[src/rtl/lkt_pkg.sv]
package lkt_pkg;

    typedef enum logic [1:0] {
        V_NONE  = 2'd0,
        V_GO    = 2'd1,
        V_RETRY = 2'd2,
        V_HOLD  = 2'd3
    } verdict_e;

    typedef enum logic {
        SRC_LOCKBUS = 1'b0,
        SRC_STALL   = 1'b1
    } src_kind_e;

    function automatic verdict_e classify(input src_kind_e kind, input logic vld,
                                          input logic hit, input logic is_owner);
        verdict_e v;
        if (!vld)
            v = V_NONE;
        else if (!hit)
            v = V_GO;
        else if (kind == SRC_STALL)
            v = V_HOLD;
        else if (is_owner)
            v = V_GO;
        else
            v = V_RETRY;
        return v;
    endfunction

endpackage

[src/rtl/lkt_lock_reg.sv]
module lkt_lock_reg #(
    parameter int ADDR_W     = 32,
    parameter int ID_W       = 4,
    parameter int LINE_BYTES = 32,
    localparam int OFS_W     = $clog2(LINE_BYTES),
    localparam int LINE_W    = ADDR_W - OFS_W
) (
    input  logic              clk,
    input  logic              rst,
    input  logic              req,
    input  logic [ID_W-1:0]   req_id,
    input  logic [ADDR_W-1:0] req_addr,
    input  logic              rel,
    output logic              grant,
    output logic              deny,
    output logic              eff_act,
    output logic              act_q,
    output logic [LINE_W-1:0] line_q,
    output logic [ID_W-1:0]   owner_q
);
    logic unused_ofs;
    logic own_match;

    assign unused_ofs = ^req_addr[OFS_W-1:0];

    always_comb begin
        eff_act   = act_q & ~rel;
        own_match = (req_id == owner_q);
        grant     = req & (~eff_act | own_match);
        deny      = req & ~grant;
    end

    always_ff @(posedge clk) begin
        if (rst) begin
            act_q   <= 1'b0;
            line_q  <= '0;
            owner_q <= '0;
        end else if (grant) begin
            act_q   <= 1'b1;
            line_q  <= req_addr[ADDR_W-1:OFS_W];
            owner_q <= req_id;
        end else if (rel) begin
            act_q   <= 1'b0;
            line_q  <= '0;
            owner_q <= '0;
        end
    end
endmodule

[src/rtl/lkt_line_match.sv]
module lkt_line_match #(
    parameter int ADDR_W     = 32,
    parameter int LINE_BYTES = 32,
    localparam int OFS_W     = $clog2(LINE_BYTES),
    localparam int LINE_W    = ADDR_W - OFS_W
) (
    input  logic [ADDR_W-1:0] addr,
    input  logic [LINE_W-1:0] line,
    input  logic              armed,
    output logic              hit
);
    logic unused_ofs;
    assign unused_ofs = ^addr[OFS_W-1:0];
    assign hit = armed && (addr[ADDR_W-1:OFS_W] == line);
endmodule

[src/rtl/lkt_src_verdict.sv]
module lkt_src_verdict #(
    parameter int ID_W                  = 4,
    parameter lkt_pkg::src_kind_e KIND  = lkt_pkg::SRC_LOCKBUS
) (
    input  logic            vld,
    input  logic            hit,
    input  logic [ID_W-1:0] id,
    input  logic [ID_W-1:0] owner,
    output logic [1:0]      verdict
);
    import lkt_pkg::*;
    logic is_owner;
    assign is_owner = (id == owner);
    assign verdict  = classify(KIND, vld, hit, is_owner);
endmodule

[src/rtl/lkt_tracker.sv]
module lkt_tracker #(
    parameter int ADDR_W     = 32,
    parameter int ID_W       = 4,
    parameter int LINE_BYTES = 32,
    parameter int N_LOCAL    = 2,
    localparam int OFS_W     = $clog2(LINE_BYTES),
    localparam int LINE_W    = ADDR_W - OFS_W
) (
    input  logic                      clk,
    input  logic                      rst,
    input  logic                      lk_req,
    input  logic [ID_W-1:0]           lk_id,
    input  logic [ADDR_W-1:0]         lk_addr,
    input  logic                      lk_rel,
    output logic                      lk_grant,
    output logic                      lk_retry,
    input  logic                      pa_vld,
    input  logic [ID_W-1:0]           pa_id,
    input  logic [ADDR_W-1:0]         pa_addr,
    output logic [1:0]                pa_verdict,
    input  logic                      sa_vld,
    input  logic [ADDR_W-1:0]         sa_addr,
    output logic [1:0]                sa_verdict,
    input  logic [N_LOCAL-1:0]        lc_vld,
    input  logic [N_LOCAL*ADDR_W-1:0] lc_addr,
    output logic [2*N_LOCAL-1:0]      lc_verdict,
    output logic                      lock_active,
    output logic [LINE_W-1:0]         lock_line,
    output logic [ID_W-1:0]           lock_owner
);
    import lkt_pkg::*;

    logic eff_act;
    logic pa_hit;
    logic sa_hit;

    lkt_lock_reg #(.ADDR_W(ADDR_W), .ID_W(ID_W), .LINE_BYTES(LINE_BYTES)) u_lock (
        .clk(clk), .rst(rst), .req(lk_req), .req_id(lk_id), .req_addr(lk_addr),
        .rel(lk_rel), .grant(lk_grant), .deny(lk_retry), .eff_act(eff_act),
        .act_q(lock_active), .line_q(lock_line), .owner_q(lock_owner)
    );

    lkt_line_match #(.ADDR_W(ADDR_W), .LINE_BYTES(LINE_BYTES)) u_pa_match (
        .addr(pa_addr), .line(lock_line), .armed(eff_act), .hit(pa_hit)
    );

    lkt_src_verdict #(.ID_W(ID_W), .KIND(SRC_LOCKBUS)) u_pa_verdict (
        .vld(pa_vld), .hit(pa_hit), .id(pa_id), .owner(lock_owner), .verdict(pa_verdict)
    );

    lkt_line_match #(.ADDR_W(ADDR_W), .LINE_BYTES(LINE_BYTES)) u_sa_match (
        .addr(sa_addr), .line(lock_line), .armed(eff_act), .hit(sa_hit)
    );

    lkt_src_verdict #(.ID_W(ID_W), .KIND(SRC_STALL)) u_sa_verdict (
        .vld(sa_vld), .hit(sa_hit), .id(lock_owner), .owner(lock_owner), .verdict(sa_verdict)
    );

    for (genvar g = 0; g < N_LOCAL; g++) begin : g_local
        logic hit;
        lkt_line_match #(.ADDR_W(ADDR_W), .LINE_BYTES(LINE_BYTES)) u_match (
            .addr(lc_addr[g*ADDR_W +: ADDR_W]), .line(lock_line), .armed(eff_act), .hit(hit)
        );
        lkt_src_verdict #(.ID_W(ID_W), .KIND(SRC_STALL)) u_verdict (
            .vld(lc_vld[g]), .hit(hit), .id(lock_owner), .owner(lock_owner),
            .verdict(lc_verdict[2*g +: 2])
        );
    end
endmodule

[config.mk]
export PLATFORM = sky130hd
export DESIGN_NAME = lkt_tracker
export DESIGN_NICKNAME = d
export VERILOG_FILES = /design/src/rtl/lkt_pkg.sv /design/src/rtl/lkt_lock_reg.sv /design/src/rtl/lkt_line_match.sv /design/src/rtl/lkt_src_verdict.sv /design/src/rtl/lkt_tracker.sv
export SDC_FILE = /design/constraint.sdc
export NUM_CORES = 1
export LEC_CHECK = 0
export CORE_MARGIN = 1.5
export CORE_UTILIZATION = 35
export CTS_CLUSTER_SIZE = 28
export DETAILED_ROUTE_END_ITERATION = 16
export GPL_TIMING_DRIVEN = 0
export PLACE_DENSITY = 0.92
export SLEW_MARGIN = 10
export SYNTH_ARGS = -nofsm -noshare
export SYNTH_HDL_FRONTEND = slang
export SYNTH_SLANG_ARGS = --single-unit
[constraint.sdc]
create_clock -name clk -period 2.4 [get_ports clk]
set_input_delay 0.6 -clock clk [delete_from_list [all_inputs] [get_ports clk]]
set_output_delay 0.6 -clock clk [all_outputs]
set_load 0.05 [all_outputs]
# Word level (Yosys, flattened, before mapping)
# Index checks and enable logic that the tools add are counted.
# totals
reg_bits	32
in_bits	176
out_inout_bits	42
elab_cells	36
# op_classes
n_eq_ne	6
n_mux	15
bitwise_logic	7
n_reduce_logical	5
# op_table
op	count
27-bit equality test	4
27-bit two-way mux	2
2-bit two-way mux	9
4-bit equality test	2
4-bit two-way mux	2
1-bit logical AND	4
1-bit AND	3
1-bit inverter	3
1-bit two-way mux	2
2-bit nonzero test	1
1-bit bitwise OR	1

# Logic depth before layout (Yosys ltp)
# Gate-level depths: netlist of run 1.
# depth
ltp_word	7
mapped_depth	5
mapped_depth_nobuf	4

# Cells and area by module
# A second synthesis of run 1 with hierarchy kept.
# hier_totals
hier_cells	400
hier_area_um2	3676.0
# modules_own_cells
module	instances	cells_each	area_per_inst_um2	seq_area_each_um2
lkt_lock_reg	1	242	2368.5	640.6
lkt_line_match	4	36	300.3	0.0
lkt_src_verdict at u_pa_verdict	1	8	65.1	0.0
lkt_src_verdict at g_local[0].u_verdict ...	3	2	13.8	0.0

# Worst setup path after synthesis of run 1
# No wires, ideal clock.
# synth_timing
kind	reg2out
startpoint	register u_lock.line_q[25]
endpoint	output sa_verdict[1]
t_arrival_ns	2.846
required_ns	1.800
slack_ns	-1.046
stages_incl_launch_ff	6
n_path_buf	1
cell_sequence	dfxtp_1 > clkbuf_1 > xor2_1 > nor4_1 > nand3_1 > nor4_1
# synth_between
elab_chain_cells	4
# synth_lines
item	line	source
start: declaration	lkt_lock_reg.sv:18	output logic [LINE_W-1:0] line_q,
start signal: assignment	lkt_lock_reg.sv:40	line_q <= req_addr[ADDR_W-1:OFS_W];
27-bit equality test	lkt_line_match.sv:14	assign hit = armed && (addr[ADDR_W-1:OFS_W] == line);
1-bit logical AND	lkt_line_match.sv:14	
2-bit two-way mux	lkt_pkg.sv:20	else if (!hit)
2-bit two-way mux	lkt_pkg.sv:18	if (!vld)
end: declaration	lkt_tracker.sv:23	output logic [1:0] sa_verdict,
# No other way between the ends.

# Worst setup path after layout of run 1
# layout_timing
startpoint	input sa_addr[5]
endpoint	output sa_verdict[1]
# layout_between
elab_chain_cells	4
# layout_lines
item	line	source
start: declaration	lkt_tracker.sv:22	input logic [ADDR_W-1:0] sa_addr,
27-bit equality test	lkt_line_match.sv:14	
1-bit logical AND	lkt_line_match.sv:14	
2-bit two-way mux	lkt_pkg.sv:20	
2-bit two-way mux	lkt_pkg.sv:18	
# No other way between the ends.

==> run metrics, run 1 <==
hold crit path type=primary input to flip-flop; vias in the first global route=roughly 3.6k; via count=approximately 3.5k; I/O pin cnt=218; # fillers=just under 600; DP HPWL=approximately 10 mm; Synth Area in Compound Gates=0.125; Residual DRC=0; P per Cell Area=341 nW/um2; area delta synth->final=87.5%; Yosys Warn Count=0; critical path launch point type=primary input; design area=~5400 um2; PortBufs=roughly 190; num rows=32; Setup WS post-layout=-0.0730 ns; met2 wire len=6.59 mm; fin crit share=1.03; Crit. End Element=output port; DRT iter0 DRCs=roughly 130; Synth top area share=0.267; final setup fails=5; top sig layer=met4; peak supply drop=roughly 0.00034 V; FMAX=0.404 GHz; M1 WL=approximately 4.8 mm; pre-CTS WS=-1.37 ns; most common library cell in the layout ignoring fill and taps=clkdlybuf4s50_1; Die W=approximately 94 um; max_slew headroom=0.634; Tot Pwr=between 1.5 and 2 mW; hold_buf cts=0; RSZ-0062 raised after global routing=true; Synth Instances=371; Detail Route Antenna Nets=0; Clock Latency Late Sink=0.28 ns; clk sinks=32; FF-to-FF path depth=7; adder-cell area share of the yosys netlist=0; Leakage=2.33 nW; routed wire length=around 13 mm; min Tclk post-route=2.47 ns; Hold Violations, Final=0; Routed met3 length=1.11 mm; largest family of logic cells by synthesized area=XOR/XNOR gates; failing checks=setup timing; total grt overflow=0; CTS clock-pin slew for the worst setup and hold paths=roughly 0.06 ns; drt pass-1 iters=5; core area=7850 um2; Starting Density=0.368; Die Height=93.8 um; Critical Path AT=roughly 1.9 ns; GRT Total Usage=0.284; wire per inst=19.7 um; share of layout cells above drive strength 1=0.321; gpl congestion=0.856; outcome=finished with violations; Crit Path Max Fanout=1; Placed Area=5060 um2; post-synthesis mux area share=0; nets@finish=738; root buf cell=clkbuf_8; total clock buffers created by CTS=5; Synth cell types=24; Seq/Total Area, Yosys=0.222; number of register bits inferred by synthesis=32; Worst-Margin Slew=~0.55 ns; DIE AREA=8790 um2; most frequent cells in the layout=clkdlybuf4s50_1 (67), xor2_1 (61), clkbuf_2 (36); initial antenna violation count=0; Synth area leader=xor2_1; clk_skew=~0.0032 ns; final count of pins violating max slew=0; syn_nets=~550; CP required=1.80 ns; post-synth design cell area=around 2900 um2; MaxCap Viol Count=0; clock buffer depth=2; xor/xnor share of the synthesized area=0.352; pin count of the biggest net entering global routing=11; Synth Area per Inst=roughly 7.8 um2; vias per cell=around 5.2; simple-gate area share of the yosys netlist=0.216; global-route wire length before repair=around 19 mm; Setup CP Type=primary input to output port; CTS tree=yes; Synth area leaders=xor2_1 (27%), dfxtp_1 (22%), xnor2_1 (8.5%); hold_ws=about 0.62 ns; CTS H-Tree Depth=2; worst hold stages=3
==> what timing repair did <==
item,CTS,global route
cloned,0,0
buffers inserted,10,9
gates resized for setup,275,112
setup endpoints to repair,10,6
pin swaps,52,45
==> worst paths after layout <==
| check | slack [ns] | startpoint | to |
|---|---|---|---|
| max | -0.07 | sa_addr[5] | sa_verdict[1] |
| min | 0.62 | lk_id[3] | u_lock.owner_q[3]$_SDFFE_PP0P_ |
| max reg2reg | 0.43 | u_lock.owner_q[2]$_SDFFE_PP0P_ | u_lock.line_q[16]$_SDFFE_PP0P_ |
| min reg2reg | 0.65 | u_lock.owner_q[0]$_SDFFE_PP0P_ | u_lock.owner_q[0]$_SDFFE_PP0P_ |
==> cell usage after synthesis <==
master,number
nor2_1,2
nor3_1,1
a21oi_1,32
nand4_1,9
nand3_2,1
dfxtp_1,32
clkbuf_1,35
nor2b_1,32
xor2_1,88
o21a_1,1
buf_4,3
o41ai_4,1
buf_1,1
buf_6,5
xnor2_1,28
o21ai_1,5
inv_1,2
nand3_1,36
nand2b_1,1
o21ai_0,26
clkbuf_4,1
o41a_1,1
nor4_1,25
clkbuf_2,3
==> logic make-up after synthesis <==
group | Yosys count
simple gates | 107
buf+inv | 50
xor+xnor | 116
compound gates | 66
flops | 32
==> flip-flops by register name (all words and copies together), names as in the netlist <==
signal and flops:
u_lock.line_q 27, u_lock.act_q 1, u_lock.owner_q 4
==> worst max-delay path: stages <==
cell and delay [ns]:
clkdlybuf4s50_1 0.48, xnor2_1 0.12, nand4_1 0.16, nor4_4 0.32, buf_6 0.19
==> stage by stage <==
| stage | setup TNS (ns) | instances | util |
|---|---|---|---|
| after floorplan | -0.0525 | 371 | - |
| after global placement | -8.85 | 665 | 0.644 |
| after detailed placement | -9.12 | 665 | 0.644 |
| after CTS | -0.307 | 660 | 0.680 |
| after global routing | -0.527 | 665 | 0.689 |
| final | -0.235 | 666 | 0.689 |
==> per-layer routing <==
layer	vias to the layer above	global-route usage
li1	1605	-
met1	1639	0.305
met2	200	0.507
met3	46	0.0801
met4	0	0.142
met5	-	0
==> power by group <==
group | leakage, nW | switching (mW) | total (mW) | internal (mW)
combinational | 2.00 | 0.403 | 0.789 | 0.386
sequential | 0.279 | 0.0774 | 0.634 | 0.556
clock | 0.0455 | 0.186 | 0.420 | 0.234
total | 2.33 | 0.667 | 1.84 | 1.18
==> cell type report <==
cell class              count  area, um2  area share
clock buffers               8       90.1      0.0167
diodes                      1       2.50    0.000463
inverters                   2       11.3     0.00208
well taps                 102        128      0.0236
flip-flops and latches     32        711       0.131
plain buffers              21        148      0.0273
repair buffers            211       1860       0.343
multi-input cells         289       2460       0.455
No activity file was read; power rests on OpenSTA's default activity.
==> run 2, diff against run 1 <==
--- a/config.mk
+++ b/config.mk
@@ -6,11 +6,11 @@
 export NUM_CORES = 1
 export LEC_CHECK = 0
 export CORE_MARGIN = 1.5
-export CORE_UTILIZATION = 35
+export CORE_UTILIZATION = 26
 export CTS_CLUSTER_SIZE = 28
 export DETAILED_ROUTE_END_ITERATION = 16
 export GPL_TIMING_DRIVEN = 0
-export PLACE_DENSITY = 0.92
+export PLACE_DENSITY = 0.74
 export SLEW_MARGIN = 10
 export SYNTH_ARGS = -nofsm -noshare
 export SYNTH_HDL_FRONTEND = slang
==> run 2 against run 1 <==
- the run still ends with setup timing left
- cell area rose by 0.28%
- wire length is 3.3% higher
- flip-flop and latch count is the same
==> run metrics, run 2 (synthesis results as in run 1) <==
GRT Total Usage=0.219 (-0.0650); CP cell instances=xor2_1, nor4_1, nand3_1, nor4_4, buf_6; drt pass-1 iters=4 (-1); register area=702 um2 (-1.2%); FMAX=0.400 GHz (-1.0%); gpl congestion=0.856 (about the same); Die W=108 um (+16%); worst hold stages=3 (unchanged); peak supply drop=0.000234 V (-31%); area delta synth->final=88.0%; Crit Path Max Fanout=6 (+5); clock buffer depth=2 (unchanged); Die Height=108 um (+16%); initial antenna violation count=0 (unchanged); Setup CP Type=flip-flop to output port; num rows=38 (+19%); final count of pins violating max slew=0 (unchanged); slowest stage cell, crit path=dfxtp_4; final setup fails=5 (unchanged); via count=3394 (-2.8%); core area=10800 um2 (+38%); root buf cell=clkbuf_8; placed insts=703 (+5.7%); Gate power share=0.399 (-0.029); Residual DRC=0 (unchanged); most common library cell in the layout ignoring fill and taps=clkdlybuf4s50_1; design area=5420 um2 (+0.28%); P per Cell Area=356 nW/um2 (+4.6%); # diodes=0 (-1); min Tclk post-route=2.50 ns (+0.0256 ns); clk sinks=32 (unchanged); Hold Violations, Final=0 (unchanged); clk_skew=0.00773 ns (+0.00456 ns); failing checks=setup timing; Setup WS post-layout=-0.0986 ns (-0.0256 ns); Worst Hold Launch=lk_id[1]; total clock buffers created by CTS=5 (unchanged); vias in the first global route=3531 (-2.2%); Max stage delay on crit path=0.40 ns (-0.08 ns); Largest regs=u_lock.line_q (27), u_lock.owner_q (4), u_lock.act_q (1); max_slew headroom=0.635 (+0.00177); vias per cell=4.83 (-7.9%); internal cell power=1.25 mW (+6.4%); global-route wire length before repair=19.0 mm (+2.6%); share of layout cells above drive strength 1=0.282 (-0.0391); total grt overflow=0 (unchanged); Finished Core Util=0.500 (-0.189); non-filler cells, final=703 (+5.6%); outcome=finished with violations; pin count of the biggest net entering global routing=11 (unchanged); # fillers=1013 (+76%); DIE AREA=11700 um2 (+33%); setup tns final=-0.278 ns (-0.0436 ns); Largest register FFs=27 (unchanged); Detail Route Antenna Nets=0 (unchanged); CTS clock-pin slew for the worst setup and hold paths=0.07 ns (about the same); Worst-Margin Slew=0.545 ns (-0.00265 ns); fin crit share=1.04 (+0.0107); most frequent cells in the layout=clkdlybuf4s50_1 (70), xor2_1 (68), dlygate4sd2_1 (39); Net Switching=680 uW (+2.0%); I/O pin cnt=218 (unchanged); DRT iter0 DRCs=129 (+1.6%); switching part of the total power=0.352 (-0.00973); Top reg by flops=u_lock.line_q; Tot Pwr=1.93 mW (+4.8%); PortBufs=192 (unchanged); beginning of the critical path=u_lock.line_q[9]$_SDFFE_PP0P_; start of the worst register-to-register path=u_lock.owner_q[2]$_SDFFE_PP0P_; CTS tree=yes; Placed Area=5100 um2 (+0.94%); CTS H-Tree Depth=2 (unchanged); nets@finish=738 (unchanged); Starting Density=0.266 (-0.101); wire per inst=19.3 um (-2.1%); Leakage=2.38 nW (+2.4%); Clock Latency Late Sink=0.29 ns (about the same); Critical Path AT=1.90 ns (+0.03 ns); Seq pwr share=0.332 (-0.012); hold_buf cts=0 (unchanged); FF-to-FF path depth=8 (+1); hold_ws=0.586 ns (-0.0319 ns); CP required=1.80 ns (about the same); RSZ-0062 raised after global routing=true; multi-input logic area=2370 um2 (-3.9%); Crit. End Element=output port; routed wire length=13.5 mm (+3.3%); DP HPWL=10.8 mm (+3.4%); pre-CTS WS=-1.43 ns (-0.0657 ns); MaxCap Viol Count=0 (unchanged); clock share of power=0.270 (+0.042); hold crit path type=primary input to flip-flop; critical path launch point type=flip-flop
==> run 2: changes by cell type in the layout (fill, tap and decap cells not counted), sizes merged, moves of 3 or more <==
cell	change
clkdlybuf4s50	+3
buf	-6
clkbuf	-7
dlymetal6s2s	+7
dlygate4sd2	+5
clkdlybuf4s15	-4
==> run 2: metal layers <==
metal / global-route usage / vias to the layer above / wire (um)
li1: - / 1607 / -
met1: 0.256 / 1593 / 5370
met2: 0.402 / 169 / 6650
met3: 0.0446 / 25 / 1190
met4: 0.0620 / 0 / 331
met5: 0 / - / 0
==> run 2: power groups by stage <==
stage	logic, mW	clock network, mW	registers [mW]
after floorplan	0.312	0	0.686
after global placement	0.813	0	0.593
after detailed placement	0.826	0	0.594
after CTS	0.747	0.530	0.641
after global routing	0.818	0.550	0.647
final	0.770	0.521	0.641
==> run 2: worst paths after layout <==
check,endpoint,slack [ns]
worst max register to register,u_lock.line_q[16]$_SDFFE_PP0P_,0.25
worst max-delay path,lc_verdict[3],-0.1
worst min register to register,u_lock.act_q$_SDFFE_PP0P_,0.65
worst min-delay path,u_lock.owner_q[1]$_SDFFE_PP0P_,0.59
==> run 2: layout make-up <==
type	instances	area share
buffer	20	0.0247
clock buffer	6	0.0134
clock inverter	2	0.00646
inverter	2	0.00138
multi-input combinational	289	0.436
sequential	32	0.129
tap	140	0.0323
timing repair buffer	212	0.356
==> run 2: worst max-delay path: cells and delay by family (launching register included) <==
family,cells,cell delay (ns)
flip-flops,1,0.40
AND/OR/NAND/NOR,3,0.84
buffers and inverters,1,0.20
XOR/XNOR,1,0.17
==> run 2: what timing repair did <==
item	4_1_cts	5_1_grt
pin swaps	43	48
endpoints found under the setup margin	10	7
resized for setup	217	116
buffers inserted	4	16
==> run 3, diff against run 2 <==
--- a/config.mk
+++ b/config.mk
@@ -7,10 +7,9 @@
 export LEC_CHECK = 0
 export CORE_MARGIN = 1.5
 export CORE_UTILIZATION = 26
-export CTS_CLUSTER_SIZE = 28
+export CTS_CLUSTER_SIZE = 10
 export DETAILED_ROUTE_END_ITERATION = 16
 export GPL_TIMING_DRIVEN = 0
-export PLACE_DENSITY = 0.74
 export SLEW_MARGIN = 10
 export SYNTH_ARGS = -nofsm -noshare
 export SYNTH_HDL_FRONTEND = slang
==> run 3 against run 2 <==
- the flow still finishes with violations (setup timing)
- wire length barely moved
- cell area fell by 1.9%
- register-to-register slack improved by 0.25 ns
- largest power group unchanged
==> run metrics, run 3 (synthesis results as in run 1) <==
FF-to-FF path depth=6 (-2); FMAX=0.409 GHz (+2.3%); Setup CP Type=primary input to output port; initial antenna violation count=2 (+2); Clock Latency Late Sink=0.29 ns (about the same); Largest register FFs=27 (unchanged); Detail Route Antenna Nets=0 (unchanged); area delta synth->final=84.5%; Residual DRC=0 (unchanged); critical path launch point type=primary input; pin count of the biggest net entering global routing=15 (+4); RSZ-0062 raised after global routing=true; num rows=38 (unchanged); global-route wire length before repair=19.6 mm (+3.3%); min Tclk post-route=2.44 ns (-0.0558 ns); Crit Path Max Fanout=2 (-4); wire per inst=19.4 um (+0.48%); DP HPWL=10.8 mm (+0.35%); GRT Total Usage=0.226 (+0.00663); nets@finish=734 (-0.54%); outcome=finished with violations; root buf cell=clkbuf_8; Worst-Margin Slew=0.545 ns (+0.0000802 ns); vias in the first global route=3596 (+1.8%); CTS tree=yes; DRT iter0 DRCs=110 (-15%); via count=3361 (-0.97%); Crit. End Element=output port; MaxCap Viol Count=0 (unchanged); Finished Core Util=0.491 (-0.00935); Setup WS post-layout=-0.0428 ns (+0.0558 ns); Tot Pwr=1.86 mW (-3.8%); most frequent cells in the layout=xor2_1 (68), clkdlybuf4s50_1 (64), dlygate4sd2_1 (42); CTS H-Tree Depth=2 (unchanged); Hold Violations, Final=0 (unchanged); core area=10800 um2 (unchanged); Leakage=2.21 nW (-7.4%); DIE AREA=11700 um2 (unchanged); routed wire length=13.5 mm (about the same); PortBufs=192 (unchanged); failing checks=setup timing; Die W=108 um (unchanged); Top reg by flops=u_lock.line_q; fin crit share=1.02 (-0.0233); CTS clock-pin slew for the worst setup and hold paths=0.07 ns (about the same); vias per cell=4.81 (-0.41%); final setup fails=3 (-2); share of layout cells above drive strength 1=0.301 (+0.0187); final count of pins violating max slew=0 (unchanged); gpl congestion=0.813 (-5.0%); clk_skew=0.00648 ns (-0.00125 ns); drt pass-1 iters=4 (unchanged); clk sinks=32 (unchanged); hold crit path type=primary input to flip-flop; Largest regs=u_lock.line_q (27), u_lock.owner_q (4), u_lock.act_q (1); total grt overflow=0 (unchanged); Die Height=108 um (unchanged); Critical Path AT=1.84 ns (-0.06 ns); Starting Density=0.266 (unchanged); total clock buffers created by CTS=5 (unchanged); clock buffer depth=2 (unchanged); peak supply drop=0.000285 V (+22%); worst hold stages=3 (unchanged); CP required=1.80 ns (about the same); P per Cell Area=349 nW/um2 (-2.0%); most common library cell in the layout ignoring fill and taps=xor2_1; max_slew headroom=0.635 (about the same); I/O pin cnt=218 (unchanged)
-- run 3: changes by cell type in the layout (fill, tap and decap cells not counted), sizes merged, moves of 3 or more --
cell / before / now
dlymetal6s2s: 18 / 0
buf: 42 / 55
clkdlybuf4s15: 21 / 33
clkbuf: 48 / 41
clkdlybuf4s50: 70 / 64
dlygate4sd2: 39 / 42
-- run 3: layer usage --
layer	track usage	up-vias	part of all wire	wire length [um]
met5	0	-	0.00096	13
met4	0.0752	2	0.027	367
met3	0.0494	25	0.071	959
met2	0.416	135	0.51	6890
met1	0.255	1597	0.39	5300
li1	-	1602	-	-
-- run 3: final cells by class --
cell class	instances	area, um2
fill	1071	5520
multi-input combinational	289	2350
timing repair buffer	209	1850
sequential	32	707
tap	140	175
buffer	19	126
clock buffer	7	96.3
inverter	2	11.3
antenna	1	2.50
-- run 3: path summary, 6_finish.rpt --
path                                          to                            from  slack (ns)
hold reg to reg        u_lock.act_q$_SDFFE_PP0P_       u_lock.act_q$_SDFFE_PP0P_        0.64
setup reg to reg  u_lock.line_q[18]$_SDFFE_PP0P_  u_lock.owner_q[2]$_SDFFE_PP0P_        0.50
setup / recovery                   pa_verdict[0]                     pa_addr[27]       -0.04
hold / removal    u_lock.owner_q[1]$_SDFFE_PP0P_                        lk_id[1]        0.58
-- run 3: what timing repair did --
item / CTS / global route
pin swaps: 62 / 32
setup endpoints to repair: 10 / 8
buffers inserted: 10 / 7
resized for setup: 316 / 64
hold buffers: 0 / 0
-- run 3: per-stage QoR --
step	TNS [ns]	instances	worst slack (ns)	hold WS, ns	instance area (um2)
detailed placement	-9.08	703	-1.46	0.625	5100
CTS	-0.124	693	-0.0627	0.593	5280
global route	-0.419	699	-0.110	0.576	5320
global placement	-8.92	703	-1.40	0.609	5100
finish	-0.0662	699	-0.0428	0.581	5320
floorplan	-0.0525	371	-0.0525	0.662	3010
-- run 3: worst max-delay path, cell delays in order --
cell and delay, ns:
clkdlybuf4s15_1 0.18, xor2_1 0.14, nor4_1 0.28, nand4_1 0.14, buf_4 0.18, o21a_1 0.18, buf_6 0.15
-- run 3: power breakdown --
group / switching [mW] / leakage, nW / internal (mW)
Combinational: 0.385 / 1.88 / 0.376
Clock: 0.207 / 0.0503 / 0.256
Sequential: 0.0777 / 0.278 / 0.557
